--- src/rtl/srs_pkg.sv ---
package srs_pkg;
  typedef enum logic [1:0] {
    CALL_CLAIM_DATA    = 2'b00,
    CALL_CLAIM_SPACE   = 2'b01,
    CALL_RELEASE_DATA  = 2'b10,
    CALL_RELEASE_SPACE = 2'b11
  } call_e;

  typedef enum logic {
    NOTE_DIRECT = 1'b0,
    NOTE_SIGNAL = 1'b1
  } note_e;

  localparam logic [1:0] REG_CALL   = 2'd0;
  localparam logic [1:0] REG_CHAN   = 2'd1;
  localparam logic [1:0] REG_RESULT = 2'd2;
  localparam logic [1:0] REG_CFG    = 2'd3;
endpackage

--- src/rtl/srs_call_regs.sv ---
module srs_call_regs
  import srs_pkg::*;
#(
  parameter int CH_W  = 4,
  parameter int PTR_W = 16
) (
  input  logic             clk,
  input  logic             rst,
  input  logic             req,
  input  call_e            op,
  input  logic [CH_W-1:0]  chan,
  input  logic             res_we,
  input  logic [PTR_W-1:0] res_wdata,
  output logic             accept,
  output logic             busy,
  output call_e            op_q,
  output logic [CH_W-1:0]  chan_q,
  output logic [PTR_W-1:0] result_q
);
  logic finish;

  assign accept = req && !busy;
  assign finish = busy && res_we && (res_wdata != '0);

  always_ff @(posedge clk) begin
    if (rst) begin
      busy     <= 1'b0;
      op_q     <= CALL_CLAIM_DATA;
      chan_q   <= '0;
      result_q <= '0;
    end else if (accept) begin
      busy     <= 1'b1;
      op_q     <= op;
      chan_q   <= chan;
      result_q <= '0;
    end else if (finish) begin
      busy     <= 1'b0;
      result_q <= res_wdata;
    end
  end

  assert_accept_loads_R2: assert property (@(posedge clk) disable iff (rst)
    accept |=> (busy && result_q == '0 && op_q == $past(op) && chan_q == $past(chan)));

  assert_refused_frozen_R3: assert property (@(posedge clk) disable iff (rst)
    busy |=> ($stable(op_q) && $stable(chan_q)));

  assert_zero_keeps_busy_R6: assert property (@(posedge clk) disable iff (rst)
    (busy && res_we && res_wdata == '0) |=> (busy && result_q == '0));

  assert_nonzero_completes_R7: assert property (@(posedge clk) disable iff (rst)
    (busy && res_we && res_wdata != '0) |=> (!busy && result_q == $past(res_wdata)));

  assert_idle_result_held_R8: assert property (@(posedge clk) disable iff (rst)
    (!busy && !req) |=> $stable(result_q));
endmodule

--- src/rtl/srs_cfg_regs.sv ---
module srs_cfg_regs
  import srs_pkg::*;
#(
  parameter int TID_W = 4
) (
  input  logic             clk,
  input  logic             rst,
  input  logic             cfg_we,
  input  logic [TID_W:0]   cfg_wdata,
  output note_e            mode,
  output logic [TID_W-1:0] tid
);
  always_ff @(posedge clk) begin
    if (rst) begin
      mode <= NOTE_DIRECT;
      tid  <= '0;
    end else if (cfg_we) begin
      mode <= note_e'(cfg_wdata[0]);
      tid  <= cfg_wdata[TID_W:1];
    end
  end

  assert_cfg_load_R10: assert property (@(posedge clk) disable iff (rst)
    cfg_we |=> (tid == $past(cfg_wdata[TID_W:1])));
endmodule

--- src/rtl/srs_notifier.sv ---
module srs_notifier
  import srs_pkg::*;
#(
  parameter int TID_W = 4
) (
  input  logic             clk,
  input  logic             rst,
  input  logic             accept,
  input  note_e            mode,
  input  logic [TID_W-1:0] tid,
  output logic             irq,
  output logic             sig_wr,
  output logic [TID_W-1:0] sig_data
);
  always_ff @(posedge clk) begin
    if (rst) begin
      irq      <= 1'b0;
      sig_wr   <= 1'b0;
      sig_data <= '0;
    end else begin
      irq    <= accept && (mode == NOTE_DIRECT);
      sig_wr <= accept && (mode == NOTE_SIGNAL);
      if (accept) sig_data <= tid;
    end
  end

  assert_one_kind_R4: assert property (@(posedge clk) disable iff (rst)
    $onehot0({irq, sig_wr}));

  assert_note_after_accept_R5: assert property (@(posedge clk) disable iff (rst)
    (irq || sig_wr) |-> $past(accept));
endmodule

--- src/rtl/sync_req_shell.sv ---
module sync_req_shell
  import srs_pkg::*;
#(
  parameter int CH_W  = 4,
  parameter int PTR_W = 16,
  parameter int TID_W = 4
) (
  input  logic             clk,
  input  logic             rst,
  input  logic             task_req,
  input  logic [1:0]       task_op,
  input  logic [CH_W-1:0]  task_chan,
  output logic             task_busy,
  output logic [PTR_W-1:0] task_result,
  input  logic             cpu_wr,
  input  logic             cpu_rd,
  input  logic [1:0]       cpu_addr,
  input  logic [PTR_W-1:0] cpu_wdata,
  output logic [PTR_W-1:0] cpu_rdata,
  output logic             notify_irq,
  output logic             notify_sig_wr,
  output logic [TID_W-1:0] notify_sig_data
);
  localparam int CFG_W = TID_W + 1;

  logic             accept;
  call_e            op_q;
  logic [CH_W-1:0]  chan_q;
  note_e            mode;
  logic [TID_W-1:0] tid;
  logic             res_we;
  logic             cfg_we;
  logic [PTR_W-1:0] rd_mux;

  assign res_we = cpu_wr && (cpu_addr == REG_RESULT);
  assign cfg_we = cpu_wr && (cpu_addr == REG_CFG);

  srs_call_regs #(.CH_W(CH_W), .PTR_W(PTR_W)) u_call (
    .clk(clk), .rst(rst), .req(task_req), .op(call_e'(task_op)), .chan(task_chan),
    .res_we(res_we), .res_wdata(cpu_wdata), .accept(accept), .busy(task_busy),
    .op_q(op_q), .chan_q(chan_q), .result_q(task_result)
  );

  srs_cfg_regs #(.TID_W(TID_W)) u_cfg (
    .clk(clk), .rst(rst), .cfg_we(cfg_we), .cfg_wdata(cpu_wdata[CFG_W-1:0]),
    .mode(mode), .tid(tid)
  );

  srs_notifier #(.TID_W(TID_W)) u_note (
    .clk(clk), .rst(rst), .accept(accept), .mode(mode), .tid(tid),
    .irq(notify_irq), .sig_wr(notify_sig_wr), .sig_data(notify_sig_data)
  );

  always_comb begin
    case (cpu_addr)
      REG_CALL:   rd_mux = {{(PTR_W-2){1'b0}}, op_q};
      REG_CHAN:   rd_mux = {{(PTR_W-CH_W){1'b0}}, chan_q};
      REG_RESULT: rd_mux = task_result;
      default:    rd_mux = {{(PTR_W-CFG_W){1'b0}}, tid, mode};
    endcase
  end

  always_ff @(posedge clk) begin
    if (rst)         cpu_rdata <= '0;
    else if (cpu_rd) cpu_rdata <= rd_mux;
  end

  assert_read_held_R9: assert property (@(posedge clk) disable iff (rst)
    !cpu_rd |=> $stable(cpu_rdata));
endmodule

--- config.mk ---
export PLATFORM = sky130hd
export DESIGN_NAME = sync_req_shell
export DESIGN_NICKNAME = d
export VERILOG_FILES = /design/src/rtl/srs_pkg.sv /design/src/rtl/srs_call_regs.sv /design/src/rtl/srs_cfg_regs.sv /design/src/rtl/srs_notifier.sv /design/src/rtl/sync_req_shell.sv
export SDC_FILE = /design/constraint.sdc
export NUM_CORES = 1
export LEC_CHECK = 0
export BUFFER_PORTS_ARGS = -buffer_cell sky130_fd_sc_hd__buf_2
export CAP_MARGIN = 10
export CORE_ASPECT_RATIO = 1.5
export CORE_MARGIN = 4
export CORE_UTILIZATION = 55
export CTS_BUF_LIST = sky130_fd_sc_hd__clkbuf_2 sky130_fd_sc_hd__clkbuf_4 sky130_fd_sc_hd__clkbuf_8
export CTS_CLUSTER_SIZE = 30
export DETAILED_ROUTE_END_ITERATION = 16
export GPL_TIMING_DRIVEN = 0
export PLACE_DENSITY = 0.86
export SLEW_MARGIN = 15
export SYNTH_ARGS = -nofsm -noshare
export SYNTH_HDL_FRONTEND = slang
export SYNTH_SLANG_ARGS = --single-unit
--- constraint.sdc ---
create_clock -name clk -period 1.8 [get_ports clk]
set_input_delay 0.09 -clock clk [delete_from_list [all_inputs] [get_ports clk]]
set_output_delay 0.09 -clock clk [all_outputs]
set_load 0.005 [all_outputs]
# Yosys cells after proc, flatten, opt, wreduce, memory -nomap -nowiden
# Cells that the tools add are included.
# classes
n_mux,3
n_reduce_logical,12
n_eq_ne,3
n_bitwise,1
# ops
cell,count
$pmux 16 s3,1
$reduce_bool 16->1,1
$logic_and 1x1->1,7
$eq 2x2->1 const B,2
$eq 2x1->1 const B,1
$logic_not 2->1,1
$mux 1,2
$reduce_bool 2->1,1
$reduce_or 2->1,1
$logic_not 1->1,1
$not 1->1,1
# word_totals
out_inout_bits,39
inputBits,29
elab_cells,29
register_bits,50

# Depth between registers and ports, before layout
# Gate-level depths: netlist of the first run.
# logic_depth
ltp_word,6
mapped_depth,6
ltp_nobuf,4

# Hierarchy
# From an unflattened synthesis of the first run, not the netlist that was laid out.
# hier_totals
cells_unflattened,223
area_unflattened_um2,2110.8
# modules_own_cells
module,area_each_um2,instances,cells_per_inst,seq_area_each_um2
srs_call_regs,997.2,1,110,460.4
sync_req_shell,724.4,1,80,320.3
srs_notifier,209.0,1,17,120.1
srs_cfg_regs,180.2,1,16,100.1

# Worst setup path after synthesis of the first run
# Ideal clock, no wire load.
# synth_timing
path_type,register to register
startpoint,reg u_call.busy
endpoint,reg u_call.result_q[0]
synth_period_minus_slack_ns,1.225
required_time_ns,1.730
stages_incl_launch_ff,5
path_buffers,1
arrival_time_ns,1.155
setup_ns,0.070
path_slack_ns,0.575
cell_sequence,dfxtp_1 -> nor2b_1 -> nor2_1 -> clkbuf_1 -> a21boi_1
# synth_via
elab_chain_len,3
elab_cells_between_ends,5
cone_classes,5 x reduce/logical
# synth_lines
element,line,rtl
start: declaration,srs_call_regs.sv:15,"output logic busy,"
start signal: assignment,srs_call_regs.sv:27,busy <= 1'b0;
start signal: assignment,srs_call_regs.sv:32,busy <= 1'b1;
start signal: assignment,srs_call_regs.sv:37,busy <= 1'b0;
$logic_not 1->1,srs_call_regs.sv:22,assign accept = req && !busy;
$logic_and 1x1->1,srs_call_regs.sv:22,
$reduce_or 2->1 (no line),-,
end signal: assignment,srs_call_regs.sv:38,result_q <= res_wdata;
end: declaration,srs_call_regs.sv:18,output logic [PTR_W-1:0] result_q
# Several ways; a longest one is shown, not always the timed one.
# A chain may end at the register's enable or synchronous reset.

# Worst setup path after layout of the first run
# Same ends and word-level chain as after synthesis.

==> results of run 1 <==
==> final timing paths <==
path | end | slack (ns) | depth (start not counted)
setup / recovery | u_call.result_q[0] | 0.18 | 4
hold / removal | u_call.op_q[1] | 0.009 | 2
setup reg to reg | u_call.result_q[0] | 0.18 | 4
hold reg to reg | u_note.irq | 0.48 | 1
==> cells in the final DEF, fill, tap and decap left out, drive strengths merged <==
master | netlist | final
buf | 9 | 73
dfxtp | 50 | 50
nor2 | 23 | 23
nand3 | 17 | 17
nor2b | 16 | 16
a21boi | 16 | 16
o21ai | 16 | 16
clkbuf | 7 | 13
a21oi | 11 | 11
a22o | 10 | 10
mux2i | 8 | 8
dlygate4sd3 | 0 | 5
nor4 | 4 | 4
a211oi | 3 | 3
mux2 | 2 | 2
a22oi | 2 | 2
mux4 | 2 | 2
inv | 1 | 2
nand4 | 1 | 1
and4b | 1 | 1
and4 | 1 | 1
nand4b | 1 | 1
nand2 | 1 | 1
and2 | 1 | 1
o22ai | 1 | 1
clkinvlp | 0 | 1
==> where the power goes <==
part | total (W) | internal [W] | leakage, nW | switching (W)
clock network | 0.000711 | 0.000317 | 0.0478 | 0.000394
registers | 0.00115 | 0.00113 | 0.405 | 0.0000160
logic | 0.000180 | 0.0000829 | 0.667 | 0.0000971
total | 0.00204 | 0.00153 | 1.12 | 0.000507
==> kinds of logic after synthesis <==
group                  Yosys count  share of synthesized area [%]
AOI/OAI and AO/OA               59                           19.4
buffers and inverters           17                           4.53
DFF                             50                           49.7
muxes                           12                           7.33
and+or+nand+nor                 66                           19.0
==> layout make-up <==
cell class / count / area (µm²)
tap: 42 / 52.6
sequential: 50 / 1000
inverter: 1 / 3.75
buffer: 16 / 87.6
clock buffer: 6 / 82.6
clock inverter: 2 / 16.3
multi-input combinational: 137 / 922
timing repair buffer: 69 / 370
fill: 267 / 945
==> stage by stage <==
stage	hold WS [ns]	util, %
2_1_floorplan	0.162	-
6_report	0.00892	72.9
5_1_grt	0.00857	72.9
4_1_cts	0.00972	72.9
3_5_place_dp	0.306	68.6
3_3_place_gp	0.304	68.6
==> state kept, by name, summed over array words and instances, names as in the netlist <==
| signal | flops |
|---|---|
| u_call.result_q | 16 |
| u_cfg.mode | 1 |
| u_note.irq | 1 |
| u_note.sig_wr | 1 |
| cpu_rdata | 16 |
| u_cfg.tid | 4 |
| u_call.chan_q | 4 |
| u_call.op_q | 2 |
| u_note.sig_data | 4 |
| u_call.busy | 1 |
==> repair_timing <==
action | 4_1_cts | 5_1_grt
setup endpoints to repair | 0 | 0
hold buffers | 5 | 0
endpoints found under the hold margin | 5 | 0
==> critical path: stages (launching register included) <==
cell      delay, ns
dfxtp_1        0.41
nor2b_1        0.09
nor2_1         0.42
clkbuf_1       0.41
a21boi_1       0.21
==> layer usage <==
metal,GRT usage (%),up-vias,wire length (µm)
li1,-,879,-
met1,24.0,858,1920
met2,42.4,76,2710
met3,6.22,19,351
met4,11.8,0,210
met5,0,-,0
==> impl_metrics.csv, run 1 <==
group,metric,value,unit
critical_path,cp-startpoint,"u_call.busy",
detailed_routing,vias,1832,
detailed_routing,first_pass_iters,4,
sta,layout_setup_ws,0.184,ns
critical_path,worstSetupEndpointType,"flip-flop",
critical_path,crit_required,2.04,ns
die,num_rows,26,
synth,syn_nets,233,
clocking,clockBufferDepth,2,
critical_path,reg2reg_from,"u_call.busy",
clocking,cts_resized,0,
global_routing,grt_usage,23.2,%
clocking,path_clk_slew,0.10,ns
sta,min_period_over_period,89.8,%
detailed_routing,drc,0,
synth,yosys.area.top_type,"dfxtp_1",
sta,worst_clock_skew,0.00878,ns
clocking,post-cts-setup-buffers,0,
synth,netlist_top_cells_area,"dfxtp_1 50%, a21boi_1 6.0%, nor2b_1 5.0%",
power_and_ir_drop,vdd_drop_max,0.579,mV
detailed_routing,drt-total-wl,5.19,mm
die,io_pins,68,
place,dp_hpwl,3.84,mm
synth,synth_cell_types,30,
hold_path,hold_path_startpoint,"task_op[1]",
die,die_w,57.4,µm
synth,synth_area,2010,µm²
sta,rsz0062_at_grt,"no",
sta,drv_slew,0,
sta,fmax,0.619,GHz
sta,worstMarginPinSlew,0.557,ns
synth,synth_warnings,0,
clocking,clock_latency,0.31,ns
synth,synth_top_area_share,49.7,%
die,die-area,4710,µm²
critical_path,startpoint_type,"flip-flop",
critical_path,cp_data_arrival_time,1.86,ns
outcome,status,"complete, no violations",
place,io_buffers,64,
global_routing,grt_start_max_net_pins,17,
clocking,cts_sinks,50,
synth,ys_ff_latch,50,
die,fp.coreArea,3480,µm²
sta,setup_violations,0,
finish,drive_gt1_share,31.7,%
detailed_routing,drt-initial-drc-count,85,
detailed_routing,vias_per_cell,5.67,
finish,fin_area,2540,µm²
finish,num_antenna_cells,0,
critical_path,critical_path_peak_fanout,10,
clocking,cts_htree_levels,2,
global_routing,overflow,0,
global_routing,grt_antenna_before_repair,0,
synth,ys_async_sr_fraction,0,%
place,placedInstanceArea,2390,µm²
die,initial_core_util,57.9,%
global_routing,first_global_vias,1819,
clocking,cts_tree,"built",
synth,synthTopCellsByCount,"50 x dfxtp_1, 23 x nor2_1, 17 x nand3_1, 16 x a21boi_1, 16 x nor2b_1",
detailed_routing,ant_nets,0,
sta,hold_viol_final,0,
synth,synth_edf_count,0,
power_and_ir_drop,p_leak,1.12,nW
sta,tns,0,ns
critical_path,worstSetupPathType,"flip-flop to flip-flop",
detailed_routing,drt-wirelength-per-cell,16.1,µm
sta,min_period,1.62,ns
place,post-place-ws,0.258,ns
synth,postSynthCellCount,204,
place,dp.cells,310,
hold_path,hold_class,"primary input to flip-flop",
finish,nets,309,
run,cap_viol_max_count,0,
synth,seq_area_frac_synth,49.7,%
clocking,cts_root_buffer,"clkbuf_8",
clocking,numCtsBuffers,5,
synth,syn_area_per_cell,9.87,µm²
synth,synth_most_common_cell,"dfxtp_1",
power_and_ir_drop,power,0.00204,W
synth,synthFlopType,"dfxtp_1",
finish,syn_to_final_growth,25.9,%
power_and_ir_drop,p_per_area,803,nW/µm²
global_routing,grt_pass1_wl,8.39,mm
sta,slew_headroom,62.8,%
die,die_h,82.1,µm
finish,finalNonFillerCells,323,
place,gp_congestion,0.831,
No activity file was read; power rests on OpenSTA's default activity.
==> inputs of run 2 (changes only) <==
Settings changed: CELL_PAD_IN_SITES_DETAIL_PLACEMENT set to 0, CELL_PAD_IN_SITES_GLOBAL_PLACEMENT set to 1, CORE_UTILIZATION 55 to 41, PLACE_DENSITY 0.86 to not set, PLACE_DENSITY_LB_ADDON set to 0.1, SKIP_CTS_REPAIR_TIMING set to 1.
==> run 2 against run 1 <==
  * Core utilization decreased by 20 points
  * Hold slack got worse by 0.0057 ns
  * Register-to-register slack improved by 0.09 ns
  * Worst setup slack improved by 0.092 ns
  * Die area increased by 30%
  * Critical path depth unchanged
  * Global-route usage decreased by 5.4 points
  * Count of clock-buffer cells in the layout increased by 1
  * Largest power group unchanged
==> impl_metrics.csv, run 2 (synthesized netlist as in run 1, its figures left out) <==
group,metric,value,unit
outcome,status,"complete, no violations",
finish,mostFrequentLayoutCell,"buf_2",
place,io_buffers,64,
global_routing,grt_usage,17.9,%
critical_path,critical_path_peak_fanout,10,
die,die_w,65.2,µm
critical_path,cp_data_arrival_time,1.75,ns
sta,worst_clock_skew,0.00607,ns
power_and_ir_drop,p_leak,1.12,nW
clocking,cts_tree,"built",
die,die_h,93.8,µm
sta,worstMarginPinSlew,0.613,ns
sta,min_period_over_period,84.7,%
hold_path,hold_class,"primary input to flip-flop",
global_routing,overflow,0,
critical_path,crit_required,2.03,ns
detailed_routing,drt-initial-drc-count,84,
detailed_routing,drt-wirelength-per-cell,15.4,µm
finish,drive_gt1_share,32.4,%
die,num_rows,31,
critical_path,worstSetupPathType,"flip-flop to flip-flop",
critical_path,cpLargestDelayFamily,"simple AND/OR/NAND/NOR gates",
sta,whs,0.00326,ns
critical_path,path_cells,"nor2b_1 > nor2_2 > clkbuf_1 > a21boi_1",
sta,slew_headroom,59.2,%
global_routing,grt_antenna_before_repair,0,
critical_path,critPathSlowestCell,"clkbuf_1",
place,gp_congestion,0.727,
die,initial_core_util,41.9,%
sta,rsz0062_at_grt,"no",
clocking,cts_root_buffer,"clkbuf_8",
finish,num_antenna_cells,0,
sta,min_period,1.52,ns
power_and_ir_drop,p_per_area,833,nW/µm²
finish,fillCellCount,519,
sta,setup_violations,0,
critical_path,cp_slowest_stage_delay,0.41,ns
detailed_routing,drt-total-wl,5.30,mm
global_routing,grt_pass1_wl,8.32,mm
global_routing,grt_start_max_net_pins,15,
critical_path,worstSetupEndpointType,"flip-flop",
finish,final_cell_mix,"68 x buf_2, 50 x dfxtp_1, 22 x nor2_1, 17 x nand3_1",
clocking,path_clk_slew,0.09,ns
sta,hold_viol_final,0,
run,cap_viol_max_count,0,
detailed_routing,ant_nets,0,
clocking,clock_latency,0.30,ns
place,post-place-ws,0.127,ns
finish,nets,306,
clocking,cts_htree_levels,2,
detailed_routing,first_pass_iters,4,
finish,largestRegisters,"cpu_rdata: 16 flops, u_call.result_q: 16 flops",
sta,fmax,0.656,GHz
die,fp.coreArea,4810,µm²
critical_path,startpoint_type,"flip-flop",
die,io_pins,68,
clocking,cts_sinks,50,
die,die-area,6120,µm²
clocking,numCtsBuffers,5,
sta,layout_setup_ws,0.276,ns
place,dp_hpwl,4.05,mm
detailed_routing,vias,1741,
finish,final_util,53.1,%
detailed_routing,vias_per_cell,5.06,
critical_path,worstPathBufferInverterCount,1,
power_and_ir_drop,vdd_drop_max,0.523,mV
sta,tns,0,ns
sta,drv_slew,0,
detailed_routing,drc,0,
clocking,clockBufferDepth,2,
global_routing,first_global_vias,1627,
finish,syn_to_final_growth,26.8,%
-- run 2: cell count changes in the layout (fill, tap and decap cells not counted) --
cell	previous run	this run
clkbuf_4	0	2
nor2_1	23	22
nor2_2	0	1
bufinv_16	0	1
dlygate4sd3_1	5	2
clkbuf_8	6	5
inv_6	1	0
clkinvlp_4	1	0
-- run 2: final timing paths --
| check | cells past startpoint | slack (ns) | startpoint | to |
|---|---|---|---|---|
| min | 2 | 0.003 | task_chan[2] | u_call.chan_q[2] |
| max reg2reg | 4 | 0.28 | u_call.busy | u_call.result_q[4] |
| min reg2reg | 1 | 0.46 | u_cfg.mode | u_note.irq |
| max | 4 | 0.28 | u_call.busy | u_call.result_q[4] |
-- run 2: final cells by class --
class	count	area, µm²	area share, %
Sequential cell	50	1000	39.2
Multi-Input combinational cell	137	925	36.2
Timing Repair Buffer	66	340	13.3
Buffer	16	87.6	3.43
Clock buffer	7	83.8	3.28
Tap cell	66	82.6	3.23
Clock inverter	1	30.0	1.18
Inverter	1	3.75	0.147
-- run 2: per-layer routing --
layer | global-route usage (%) | routed length [µm]
met5 | 0 | 0
met4 | 4.15 | 47
met3 | 4.79 | 282
met2 | 33.1 | 2840
met1 | 19.9 | 2130
-- run 2: per-stage QoR --
step | instances | instance area (µm²) | power, W
floorplan | 204 | 2010 | 0.00126
global placement | 334 | 2420 | 0.00134
detailed placement | 334 | 2420 | 0.00134
CTS | 342 | 2530 | 0.00214
global route | 344 | 2550 | 0.00221
finish | 344 | 2550 | 0.00213
-- run 2: power breakdown --
group / internal (W) / switching [W]
clock network: 0.000447 / 0.000361
logic: 0.0000789 / 0.0000976
registers: 0.00113 / 0.0000149
==> inputs of run 3 (changes only) <==
Settings changed: CORE_UTILIZATION 41 to 35.
Clock period 1.8 ns to 1.4 ns, I/O delays scaled along.
==> run 3 against run 2 <==
  * Worst setup slack worse by 0.14 ns
  * Critical path type unchanged
  * Global-route usage is 2.0 points lower
  * First-iteration DRC count is 20% lower
==> impl_metrics.csv, run 3 (synthesized netlist as in run 1, its figures left out) <==
group,metric,value,unit
finish,final_util,47.3,%
clocking,clockBufferDepth,2,
power_and_ir_drop,p_leak,1.15,nW
die,io_pins,68,
clocking,cts_htree_levels,2,
clocking,clock_latency,0.30,ns
sta,fmax,0.794,GHz
detailed_routing,vias,1766,
critical_path,path_cells,"and4b_1 > buf_2 > nand3_1 > a21boi_1",
die,die_h,101,µm
critical_path,cp_data_arrival_time,1.49,ns
sta,rsz0062_at_grt,"no",
power_and_ir_drop,p_clk_share,35.1,%
power_and_ir_drop,p_sw_share,23.6,%
critical_path,cpLargestDelayFamily,"flip-flops",
detailed_routing,ant_nets,0,
die,initial_core_util,36.4,%
clocking,cts_tree,"built",
global_routing,first_global_vias,1695,
critical_path,worstSetupEndpointType,"flip-flop",
run,cap_viol_max_count,0,
critical_path,cp_slowest_stage_delay,0.42,ns
detailed_routing,drt-initial-drc-count,67,
power_and_ir_drop,p_per_area,1010,nW/µm²
power_and_ir_drop,power.switching,0.000624,W
finish,nets,311,
sta,setup_violations,0,
critical_path,critical_path_peak_fanout,17,
finish,final_cell_mix,"67 x buf_2, 50 x dfxtp_1, 22 x nor2_1, 17 x nand3_1, 16 x a21boi_1",
global_routing,grt_usage,15.9,%
power_and_ir_drop,intPower,0.00202,W
critical_path,critPathSlowestCell,"dfxtp_1",
finish,largestRegisters,"cpu_rdata: 16 flops, u_call.result_q: 16 flops",
place,dp_hpwl,4.30,mm
place,placedInstanceArea,2420,µm²
critical_path,crit_required,1.63,ns
sta,worstMarginPinSlew,0.616,ns
finish,fillCellCount,575,
die,die-area,7060,µm²
global_routing,grt_start_max_net_pins,16,
detailed_routing,first_pass_iters,4,
finish,fin_area,2620,µm²
sta,min_period_over_period,90.0,%
hold_path,hold_class,"primary input to flip-flop",
sta,tns,0,ns
finish,mostFrequentLayoutCell,"buf_2",
power_and_ir_drop,vdd_drop_max,0.552,mV
die,die_w,69.9,µm
critical_path,worstPathBufferInverterCount,1,
place,io_buffers,64,
detailed_routing,drt-total-wl,5.60,mm
global_routing,overflow,0,
place,gp_congestion,0.742,
detailed_routing,vias_per_cell,5.00,
die,num_rows,33,
critical_path,worstSetupPathType,"flip-flop to flip-flop",
finish,drive_gt1_share,34.3,%
sta,slew_headroom,59.0,%
detailed_routing,drt-wirelength-per-cell,15.8,µm
clocking,cts_sinks,50,
clocking,numCtsBuffers,5,
sta,hold_viol_final,0,
sta,worst_clock_skew,0.0106,ns
power_and_ir_drop,pwr-share-seq,55.7,%
clocking,path_clk_slew,0.09,ns
die,fp.coreArea,5530,µm²
outcome,status,"complete, no violations",
sta,min_period,1.26,ns
power_and_ir_drop,power,0.00264,W
critical_path,startpoint_type,"flip-flop",
power_and_ir_drop,power_frac_comb,9.1,%
sta,drv_slew,0,
finish,syn_to_final_growth,29.8,%
global_routing,grt_pass1_wl,8.66,mm
global_routing,grt_antenna_before_repair,0,
detailed_routing,drc,0,
finish,num_antenna_cells,0,
clocking,cts_root_buffer,"clkbuf_8",
critical_path,r2r_slack,0.14,ns
[run 3: cell types whose count changed in the layout (fill, tap and decap cells not counted), moves of 2 or more]
cell / change
clkbuf_1: -4
clkbuf_2: +4
clkbuf_4: -2
nor2b_2: +2
nor2b_1: -2
buf_4: +2
clkbuf_8: +2
dlygate4sd3_1: +4
[run 3: metal layers]
layer,GRT usage [%],vias up,routed length (µm)
met2,28.1,57,2800
met4,6.78,0,138
met1,17.8,814,2300
li1,-,883,-
met5,0,-,0
met3,4.49,12,356
[run 3: power groups by stage]
stage	combinational (W)	sequential, W	clock (W)
finish	0.000242	0.00147	0.000929
floorplan	0.000117	0.00150	0
global route	0.000265	0.00148	0.00102
detailed placement	0.000224	0.00151	0
CTS	0.000226	0.00147	0.000976
global placement	0.000224	0.00150	0
[run 3: worst register-to-register path, cell delays in order (launching register included)]
cell and delay [ns]:
dfxtp_1 0.42, and4b_1 0.21, buf_2 0.30, nand3_1 0.14, a21boi_1 0.12
[run 3: path summary, 6_finish.rpt]
path                                            end  depth (start not counted)   startpoint
worst max register to register  u_call.result_q[13]                          4  u_call.busy
worst min-delay path                   cpu_rdata[2]                          2          rst
worst max-delay path            u_call.result_q[13]                          4  u_call.busy
worst min register to register           u_note.irq                          1   u_cfg.mode
[run 3: per-stage QoR]
step,hold slack [ns],setup WS [ns],cells
after floorplan,0.142,0.175,204
after global placement,0.287,-0.333,338
after detailed placement,0.289,-0.291,338
after CTS,-0.0303,-0.299,346
after global routing,0.0264,0.0251,353
final,0.0333,0.141,353
[run 3: cell type report]
class / count / area [µm²] / area share, %
clock inverter: 1 / 8.76 / 0.335
tap: 70 / 87.6 / 3.35
multi-input combinational: 137 / 935 / 35.7
timing repair buffer: 72 / 395 / 15.1
buffer: 15 / 87.6 / 3.35
inverter: 1 / 3.75 / 0.144
sequential: 50 / 1000 / 38.3
clock buffer: 7 / 96.3 / 3.68
